`config.mk`:
```
export PLATFORM = sky130hd
export DESIGN_NAME = bidir_shift_reg
export DESIGN_NICKNAME = d
export VERILOG_FILES = /design/src/rtl/bsr_pkg.sv /design/src/rtl/bsr_mode_decode.sv /design/src/rtl/bsr_cell.sv /design/src/rtl/bidir_shift_reg.sv
export SDC_FILE = /design/constraint.sdc
export NUM_CORES = 1
export LEC_CHECK = 0
export BUFFER_PORTS_ARGS = -buffer_cell sky130_fd_sc_hd__buf_2
export CORE_AREA = 2 2 39 41
export CTS_CLUSTER_DIAMETER = 30
export CTS_CLUSTER_SIZE = 20
export DETAILED_ROUTE_END_ITERATION = 8
export DIE_AREA = 0 0 41 43
export PLACE_DENSITY = 0.75
export SLEW_MARGIN = 10
export SYNTH_ARGS = -nofsm -noshare
export SYNTH_HDL_FRONTEND = slang
export SYNTH_SLANG_ARGS = --single-unit
```
`constraint.sdc`:
```
create_clock -name clk -period 0.9 [get_ports clk]
set_input_delay 0.09 -clock clk [delete_from_list [all_inputs] [get_ports clk]]
set_output_delay 0.09 -clock clk [all_outputs]
set_load 0.02 [all_outputs]
```
`src/rtl/bsr_pkg.sv`:
```
package bsr_pkg;
  typedef enum logic [1:0] {
    OP_HOLD = 2'b00,
    OP_UP   = 2'b01,
    OP_DOWN = 2'b10,
    OP_LOAD = 2'b11
  } bsr_op_e;
endpackage

```
`src/rtl/bsr_mode_decode.sv`:
```
module bsr_mode_decode
  import bsr_pkg::*;
(
  input  logic [1:0] sel,
  input  logic       oe_a_n,
  input  logic       oe_b_n,
  output bsr_op_e    op,
  output logic       drive_en
);
  always_comb begin
    op       = bsr_op_e'(sel);
    drive_en = !oe_a_n && !oe_b_n && (op != OP_LOAD);
  end
endmodule

```
`src/rtl/bsr_cell.sv`:
```
module bsr_cell
  import bsr_pkg::*;
(
  input  logic    clk,
  input  logic    clr_n,
  input  bsr_op_e op,
  input  logic    from_below,
  input  logic    from_above,
  input  logic    par_d,
  output logic    q
);
  always_ff @(posedge clk) begin
    if (!clr_n) begin
      q <= 1'b0;
    end else begin
      unique case (op)
        OP_HOLD: q <= q;
        OP_UP:   q <= from_below;
        OP_DOWN: q <= from_above;
        OP_LOAD: q <= par_d;
        default: q <= q;
      endcase
    end
  end
endmodule

```
`src/rtl/bidir_shift_reg.sv`:
```
module bidir_shift_reg
  import bsr_pkg::*;
#(
  parameter int W = 8
) (
  input  logic         clk,
  input  logic         clr_n,
  input  logic [1:0]   sel,
  input  logic         ser_in_lo,
  input  logic         ser_in_hi,
  input  logic         oe_a_n,
  input  logic         oe_b_n,
  input  logic [W-1:0] bus_in,
  output logic [W-1:0] bus_out,
  output logic         bus_oe,
  output logic         tap_lo,
  output logic         tap_hi
);
  localparam int TOP = W - 1;

  bsr_op_e      op;
  logic [W-1:0] q;

  bsr_mode_decode u_dec (
    .sel      (sel),
    .oe_a_n   (oe_a_n),
    .oe_b_n   (oe_b_n),
    .op       (op),
    .drive_en (bus_oe)
  );

  for (genvar n = 0; n < W; n++) begin : g_bit
    logic below, above;
    if (n == 0) begin : g_lo_end
      assign below = ser_in_lo;
    end else begin : g_lo_mid
      assign below = q[n-1];
    end
    if (n == TOP) begin : g_hi_end
      assign above = ser_in_hi;
    end else begin : g_hi_mid
      assign above = q[n+1];
    end
    bsr_cell u_cell (
      .clk        (clk),
      .clr_n      (clr_n),
      .op         (op),
      .from_below (below),
      .from_above (above),
      .par_d      (bus_in[n]),
      .q          (q[n])
    );
  end

  assign bus_out = q;
  assign tap_lo  = q[0];
  assign tap_hi  = q[TOP];

  // Checking aid: becomes 1 once a clear has set a known state.
  logic armed = 1'b0;
  always_ff @(posedge clk) if (!clr_n) armed <= 1'b1;

  AST_CLEAR_ZERO: assert property (@(posedge clk) disable iff (!armed)
    !clr_n |=> (bus_out == '0));
  AST_HOLD_STABLE: assert property (@(posedge clk) disable iff (!armed)
    (clr_n && sel == 2'b00) |=> $stable(bus_out));
  AST_MOVE_UP: assert property (@(posedge clk) disable iff (!armed)
    (clr_n && sel == 2'b01) |=> (bus_out == {$past(bus_out[W-2:0]), $past(ser_in_lo)}));
  AST_MOVE_DOWN: assert property (@(posedge clk) disable iff (!armed)
    (clr_n && sel == 2'b10) |=> (bus_out == {$past(ser_in_hi), $past(bus_out[W-1:1])}));
  AST_LOAD_CAPTURE: assert property (@(posedge clk) disable iff (!armed)
    (clr_n && sel == 2'b11) |=> (bus_out == $past(bus_in)));
  AST_LOAD_RELEASE: assert property (@(posedge clk) disable iff (!armed)
    (sel == 2'b11) |-> !bus_oe);
  AST_ENABLE_RELEASE: assert property (@(posedge clk) disable iff (!armed)
    (oe_a_n || oe_b_n) |-> !bus_oe);
  AST_TAPS_MATCH: assert property (@(posedge clk) disable iff (!armed)
    (tap_lo == bus_out[0]) && (tap_hi == bus_out[TOP]));
endmodule

```
# Yosys cells after proc, flatten, opt, wreduce, memory -nomap -nowiden
# Cells that the tools add are included.
# Widths: inputs -> output; s select.
[totals]
reg_bits = 8
elab_cells = 25
in_bits = 16
[op_classes]
n_mux = 8
eq_ne = 4
n_reduce_logical = 5
[op_table]
columns = ["cell", "count"]
rows = [
  ["$pmux 1 s3", 8],
  ["$eq 2x2->1 const B", 2],
  ["$eq 2x1->1 const B", 1],
  ["$logic_and 1x1->1", 2],
  ["$logic_not 1->1", 2],
  ["$logic_not 2->1", 1],
  ["$ne 2x2->1 const B", 1],
]

# Longest topological paths before layout
# Gate-level depths: netlist (run 1).
[logic_depth]
word_depth = 3
ltp_mapped = 4
ltp_nobuf = 2

# Modules after synthesis
# Synthesis (run 1) repeated with hierarchy kept, for this count alone.
[hier_totals]
cells_unflattened = 35
area_unflattened_um2 = 478.0
[modules_own_cells]
columns = ["module", "instances", "cells_per_inst", "area_each_um2"]
rows = [
  ["bsr_cell", 8, 3, 48.8],
  ["bidir_shift_reg", 1, 8, 60.1],
  ["bsr_mode_decode", 1, 3, 27.5],
]

# Worst setup path after synthesis (run 1)
# No wires, ideal clock.
[synth_path]
kind = "input port to output port"
from = "in sel[1]"
to = "out bus_oe"
arrival_ns = 0.940
path_buffers = 2
t_required_ns = 0.810
setup_slack_ns = -0.130
path_stages = 3
path_cell_list = "buf_6 buf_12 a211oi_1"
[synth_via]
elab_chain_len = 2
[synth_rtl]
columns = ["element", "line_no", "rtl"]
rows = [
  ["from (decl)", "bidir_shift_reg.sv:8", "input logic [1:0] sel,"],
  ["$ne 2x2->1", "bsr_mode_decode.sv:12", "drive_en = !oe_a_n && !oe_b_n && (op != OP_LOAD);"],
  ["$logic_and 1x1->1", "bsr_mode_decode.sv:12", ""],
  ["to (decl)", "bidir_shift_reg.sv:15", "output logic bus_oe,"],
]
# No other way between the ends.

# Worst setup path in the final report (run 1)
[layout_path]
from = "reg g_bit[2].u_cell.q"
to = "out bus_out[2]"
[layout_rtl]
columns = ["element", "line_no", "rtl"]
rows = [
  ["from (decl)", "bsr_cell.sv:10", "output logic q"],
  ["from (signal assigned)", "bsr_cell.sv:17", "OP_HOLD: q <= q;"],
  ["from (signal assigned)", "bsr_cell.sv:18", "OP_UP: q <= from_below;"],
  ["from (signal assigned)", "bsr_cell.sv:19", "OP_DOWN: q <= from_above;"],
  ["to (decl)", "bidir_shift_reg.sv:14", "output logic [W-1:0] bus_out,"],
]
# No word-level cell between the ends.

==> results of run 1 <==
cells in the final DEF, fill, tap and decap left out:
| master | count |
|---|---|
| nand2_1 | 1 |
| a211oi_2 | 1 |
| mux2i_1 | 16 |
| buf_4 | 9 |
| dfxtp_2 | 7 |
| buf_2 | 17 |
| nand2b_1 | 1 |
| clkbuf_4 | 3 |
| o22ai_1 | 8 |
| dfxtp_1 | 1 |
cell families (layout without fill, tap and decap cells):
| kind of cell | Yosys count | in the layout | synth area share [%] |
|---|---|---|---|
| flops | 8 | 8 | 33.2 |
| buf+inv | 11 | 29 | 19.7 |
| simple gates | 2 | 2 | 2.07 |
| compound gates | 9 | 9 | 11.9 |
| mux | 16 | 16 | 33.2 |
where the power goes:
group | internal, uW | switching (uW)
Sequential | 380 | 21.4
Combinational | 100 | 106
Clock | 153 | 122
layer usage:
metal | vias up | track usage (%) | part of all wire (%)
met5 | - | 0 | 0
li1 | 200 | - | -
met2 | 17 | 15.6 | 48
met4 | 0 | 12.0 | 1.4
met3 | 2 | 2.09 | 6.4
met1 | 187 | 15.9 | 44
worst paths after layout:
check / slack, ns / depth (start not counted) / startpoint / end
max: 0.04 / 1 / g_bit[2].u_cell.q / bus_out[2]
min: 0.13 / 3 / ser_in_lo / g_bit[0].u_cell.q
max reg2reg: 0.19 / 2 / g_bit[2].u_cell.q / g_bit[1].u_cell.q
min reg2reg: 0.56 / 2 / g_bit[3].u_cell.q / g_bit[3].u_cell.q
stage by stage:
step                power (uW)  setup slack [ns]  cell area (um^2)  hold WS, ns  utilization [%]
floorplan                  563            0.0583               488        0.224                -
global placement           590           -0.0351               543        0.370             39.2
detailed placement         597           -0.0877               543        0.390             39.2
CTS                        875          -0.00531               571        0.130             41.2
global route               929         0.0000869               597        0.138             43.1
finish                     882            0.0352               597        0.132             43.1
cell type report:
cell class | instances | area share (%)
Timing Repair Buffer | 26 | 25.6
Multi-Input combinational cell | 27 | 39.0
Tap cell | 16 | 3.35
Sequential cell | 8 | 28.3
Clock buffer | 3 | 3.77
==> run_results.csv, run 1 <==
group,metric,value,unit
hold_path,hp-class,"primary input to register",
floorplan,io_pins,27,
worst_setup_path,worstPathArrival,0.77,ns
global_route,grt_usage,12.2,%
synth,yosysTopAreaCell,"dfxtp_1",
global_route,grt_pass1_wl,1.39,mm
synth,synth_cell_type_count,10,
layout,largest-register,"g_bit.u_cell.q",
clock_tree,cts_made_buffers,3,
floorplan,die_w,41,um
layout,drive_above_1_share,57.8,%
worst_setup_path,worst_path_dominant_cell_family,"flip-flops",
clock_tree,clkTransAtPathRegs,0.05,ns
route,antenna_left,0,
sta,finalCritPeriodShare,96.1,%
synth,syn_area_per_cell,10.5,um^2
clock_tree,clock_latency,0.25,ns
route,wirelength,1.01,mm
worst_setup_path,slowest_delay,0.37,ns
route,drtPass1Iterations,4,
clock_tree,post_cts.repair.setup_buffers,0,
worst_setup_path,worstPathMaxFanout,4,
floorplan,dieArea,1760,um^2
synth,synth_edf_count,0,
pwr,leakagePower,0.000302,uW
global_route,grt_pass1_vias,317,
clock_tree,clockBufferDepth,2,
synth,synth-seq-cells,8,
layout,fin_nets,82,
sta,worst-slew-pin-transition,0.340,ns
clock_tree,cts_tree,"yes",
floorplan,coreArea,1380,um^2
synth,ys_top_cells_by_area,"dfxtp_1 (33%), mux2i_1 (33%), buf_4 (12%)",
clock_tree,cts_root_buf,"clkbuf_4",
worst_setup_path,cp-start-kind,"register",
placed_design,portBuffers,26,
placed_design,dpl.hpwl,732,um
worst_setup_path,path_class,"register to output port",
route,post-route-drc-count,0,
layout,reg_top3,"g_bit.u_cell.q (8)",
worst_setup_path,end_kind,"output port",
pwr,cellPowerDensity,1480,nW/um^2
placed_design,gp_congestion,0.745,
placed_design,dp.cells,77,
worst_setup_path,crit_path_cell_trace,"buf_4",
synth,synthArstFlopShare,0,%
sta,finalCriticalPeriod,0.865,ns
worst_setup_path,cp.required,0.81,ns
layout,final_cells,80,
layout,nFillCells,137,
sta,clock_skew,0.00168,ns
synth,yosysMostFrequentCell,"mux2i_1",
status,status,"finished clean",
layout,area_growth,23.6,%
synth,syn_area,483,um^2
worst_setup_path,crit_slowest_cell,"dfxtp_1",
sta,hold_viol_final,0,
sta,report.final.slew_viol_count,0,
synth,yosysWarnings,0,
global_route,antenna_found_initial,0,
synth,yosysSeqAreaShare,33.2,%
worst_setup_path,worst-path-buf-inv,1,
pwr,ir_drop,0.000440,V
run,cap_violations,0,
sta,slew-limit-headroom,77.3,%
global_route,grt_max_degree,18,
synth,ys.flop_type,"dfxtp_1",
clock_tree,h-tree-depth,1,
clock_tree,clock-sinks,8,
route,num_vias,406,
layout,largest_register_ffs,8,
clock_tree,post_cts_resized,2,
sta,setup_viol,0,
layout,diodes,0,
floorplan,die_y,43,um
route,drt-wirelength-per-cell,12.6,um
route,first_iter_violations,4,
layout,multi_input_area,233,um^2
sta,max_freq,1.16,GHz
synth,synth_common_cells,"mux2i_1 (16), buf_4 (8), dfxtp_1 (8), o22ai_1 (8)",
route,detail_route.vias_per_cell,5.08,
synth,netlist.area_leader.share,33.2,%
floorplan,initial_core_util,34.9,%
layout,seqCellArea,169,um^2
sta,rsz0062_at_grt,"false",
synth,synthCells,46,
global_route,overflow,0,
synth,synth_nets,62,
clock_tree,ctsHoldBuffers,0,
sta,setup_tns,0,ns
floorplan,std_cell_rows,14,
Note: power is estimated with default switching activity, not from simulation.
==> run 2: changes to the inputs <==
--- a/config.mk
+++ b/config.mk
@@ -5,13 +5,14 @@
 export SDC_FILE = /design/constraint.sdc
 export NUM_CORES = 1
 export LEC_CHECK = 0
+export ABC_AREA = 1
 export BUFFER_PORTS_ARGS = -buffer_cell sky130_fd_sc_hd__buf_2
-export CORE_AREA = 2 2 39 41
+export CORE_MARGIN = 1.5
+export CORE_UTILIZATION = 45
 export CTS_CLUSTER_DIAMETER = 30
 export CTS_CLUSTER_SIZE = 20
 export DETAILED_ROUTE_END_ITERATION = 8
-export DIE_AREA = 0 0 41 43
-export PLACE_DENSITY = 0.75
+export PLACE_DENSITY = 0.84
 export SLEW_MARGIN = 10
 export SYNTH_ARGS = -nofsm -noshare
 export SYNTH_HDL_FRONTEND = slang
==> run 2 against run 1 <==
Compared with the run above: sequential power increased by 4%; hold slack worse by 0.0090 ns; clock power is 1% higher; die area fell by 9.5%; critical path depth did not move; non-clock buffer count up 2; largest cell class unchanged; utilization up 13 points; critical endpoint is now bus_out[3]; critical path type unchanged; total power up 12%; combinational power increased by 41%.
==> run_results.csv, run 2 <==
group,metric,value,unit
status,status,"finished clean",
pwr,leakagePower,0.000365,uW
global_route,grt_max_degree,16,
global_route,antenna_found_initial,0,
sta,setup_viol,0,
synth,muxShareOfSynthArea,0,%
layout,largest-register,"g_bit.u_cell.q",
clock_tree,h-tree-depth,1,
worst_setup_path,crit_path_cell_trace,"buf_4",
sta,slew-limit-headroom,85.8,%
worst_setup_path,worst-r2r-cell-count,4,
placed_design,dp.cells,121,
pwr,switchingPower,320,uW
synth,synthArstFlopShare,0,%
run,cap_violations,0,
pwr,clkPwrFrac,28.3,%
floorplan,io_pins,27,
layout,stdcell_area,721,um^2
synth,yosys.area_share.simple,37.1,%
placed_design,gp_congestion,0.852,
synth,ys.flop_type,"dfxtp_1",
pwr,power_frac_seq,42.3,%
route,wirelength,1.27,mm
clock_tree,clockBufferDepth,2,
synth,yosysWarnings,0,
layout,reg_top3,"g_bit.u_cell.q (8)",
synth,yosysTopAreaCell,"dfxtp_1",
route,detail_route.vias_per_cell,4.83,
global_route,overflow,0,
synth,synth_common_cells,"nor2_1 (22), nand3_1 (13), inv_1 (9), nand2_1 (9)",
clock_tree,cts_tree,"yes",
clock_tree,cts_made_buffers,3,
sta,worst-slew-pin-transition,0.212,ns
worst_setup_path,worstPathMaxFanout,4,
route,antenna_left,0,
floorplan,die_w,40.0,um
layout,drive_above_1_share,41.3,%
sta,max_freq,1.16,GHz
synth,synth_top_family_by_area,"simple AND/OR/NAND/NOR gates",
layout,diodes,0,
route,post-route-drc-count,0,
global_route,grt_usage,21.4,%
sta,clock_skew,0.00944,ns
pwr,cellInternalPower,667,uW
route,num_vias,599,
layout,final_cells,124,
floorplan,die_y,40.0,um
worst_setup_path,cp-start-kind,"register",
placed_design,dpl.hpwl,941,um
global_route,grt_pass1_wl,2.24,mm
hold_path,hp-class,"primary input to register",
pwr,combinationalPowerShare,29.4,%
synth,syn_area,614,um^2
pwr,cellPowerDensity,1370,nW/um^2
synth,synth_compound_area_share,9.57,%
worst_setup_path,slowest_delay,0.36,ns
worst_setup_path,worst-path-buf-inv,1,
floorplan,coreArea,1280,um^2
synth,synthAdderAreaFrac,0,%
clock_tree,ctsHoldBuffers,0,
worst_setup_path,worstPathArrival,0.77,ns
sta,finalCriticalPeriod,0.861,ns
layout,area_growth,17.3,%
worst_setup_path,end_kind,"output port",
synth,yosysMostFrequentCell,"nor2_1",
sta,hold_viol_final,0,
layout,final_common_cell,"nor2_1",
hold_path,whs_path_depth,3,
route,first_iter_violations,15,
layout,final_cell_mix,"nor2_1 (22), buf_2 (16), nand3_1 (13)",
pwr,total_power,987,uW
sta,finalCritPeriodShare,95.7,%
synth,ys_top_cells_by_area,"dfxtp_1 (26%), nor2_1 (13%), nand3_1 (11%)",
pwr,sw_frac_of_total,32.4,%
floorplan,initial_core_util,47.8,%
synth,syn_area_per_cell,6.83,um^2
sta,report.final.slew_viol_count,0,
clock_tree,cts_root_buf,"clkbuf_4",
synth,synthCells,90,
global_route,grt_pass1_vias,547,
layout,post-route-util,56.1,%
worst_setup_path,crit_slowest_cell,"dfxtp_1",
layout,fin_nets,127,
clock_tree,post_cts.repair.setup_buffers,0,
clock_tree,clock_latency,0.26,ns
worst_setup_path,cp.required,0.81,ns
synth,netlist.area_leader.share,26.1,%
synth,synth-seq-cells,8,
floorplan,std_cell_rows,13,
placed_design,dp_slack,0.0887,ns
floorplan,dieArea,1600,um^2
pwr,ir_drop,0.000857,V
synth,synth_edf_count,0,
placed_design,placed_area,664,um^2
worst_setup_path,cp.depth,1,
synth,yosysSeqAreaShare,26.1,%
clock_tree,clkTransAtPathRegs,0.06,ns
route,drt-wirelength-per-cell,10.3,um
layout,nFillCells,144,
worst_setup_path,path_class,"register to output port",
synth,synth_nets,106,
placed_design,portBuffers,26,
synth,synth_xor_area_share,0,%
clock_tree,clock-sinks,8,
synth,synth_cell_type_count,17,
worst_setup_path,worst_path_dominant_cell_family,"flip-flops",
sta,setup_slack,0.0387,ns
layout,largest_register_ffs,8,
route,drtPass1Iterations,4,
run 2: cell count changes after synthesis, sizes merged:
cell    change
a211oi      -1
a21oi       +1
buf         +1
inv        +11
mux2i      -16
nand2      +10
nand2b      -1
nand3      +15
nor2       +22
o21ai      +10
o22ai       -8
run 2: cell families (layout without fill, tap and decap cells):
| group | after synthesis | in the layout |
|---|---|---|
| compound gates | 11 | 11 |
| buf+inv | 23 | 42 |
| flops | 8 | 8 |
| simple gates | 48 | 48 |
run 2: per-layer routing:
| metal | wire length (um) | share of wire [%] | vias up | GRT usage, % |
|---|---|---|---|---|
| met5 | 0 | 0 | - | 0 |
| met4 | 10 | 0.79 | 0 | 12.9 |
| met3 | 117 | 9.2 | 2 | 5.00 |
| met2 | 568 | 45 | 24 | 33.5 |
| met1 | 575 | 45 | 257 | 26.3 |
| li1 | - | - | 316 | - |
run 2: path summary, 6_finish.rpt:
| kind | startpoint | endpoint | slack, ns |
|---|---|---|---|
| worst min-delay path | clr_n | g_bit[7].u_cell.q | 0.12 |
| worst max register to register | g_bit[7].u_cell.q | g_bit[6].u_cell.q | 0.17 |
| worst min register to register | g_bit[7].u_cell.q | g_bit[7].u_cell.q | 0.54 |
| worst max-delay path | g_bit[3].u_cell.q | bus_out[3] | 0.04 |
run 2: area by class of cell:
type / count / area [um^2] / area share [%]
Clock buffer: 3 / 22.5 / 3.13
Inverter: 11 / 53.8 / 7.47
Timing Repair Buffer: 28 / 170 / 23.6
Tap cell: 15 / 18.8 / 2.60
Multi-Input combinational cell: 59 / 287 / 39.8
Sequential cell: 8 / 169 / 23.4
run 2: what timing repair did:
item | 4_1_cts | 5_1_grt
gates resized for setup | 6 | 11
setup endpoints to repair | 8 | 9
pin swaps | 0 | 0
run 2: through the flow:
stage / TNS (ns) / hold WS [ns]
floorplan: 0 / 0.201
global placement: 0 / 0.391
detailed placement: 0 / 0.400
CTS: -0.0130 / 0.112
global route: -0.00320 / 0.119
finish: 0 / 0.123
run 2: power by group through the flow:
stage	sequential, uW	clock [uW]	combinational (uW)
3_3_place_gp	416	0	270
5_1_grt	423	311	328
4_1_cts	414	289	281
2_1_floorplan	422	0	231
6_report	418	279	290
3_5_place_dp	419	0	272
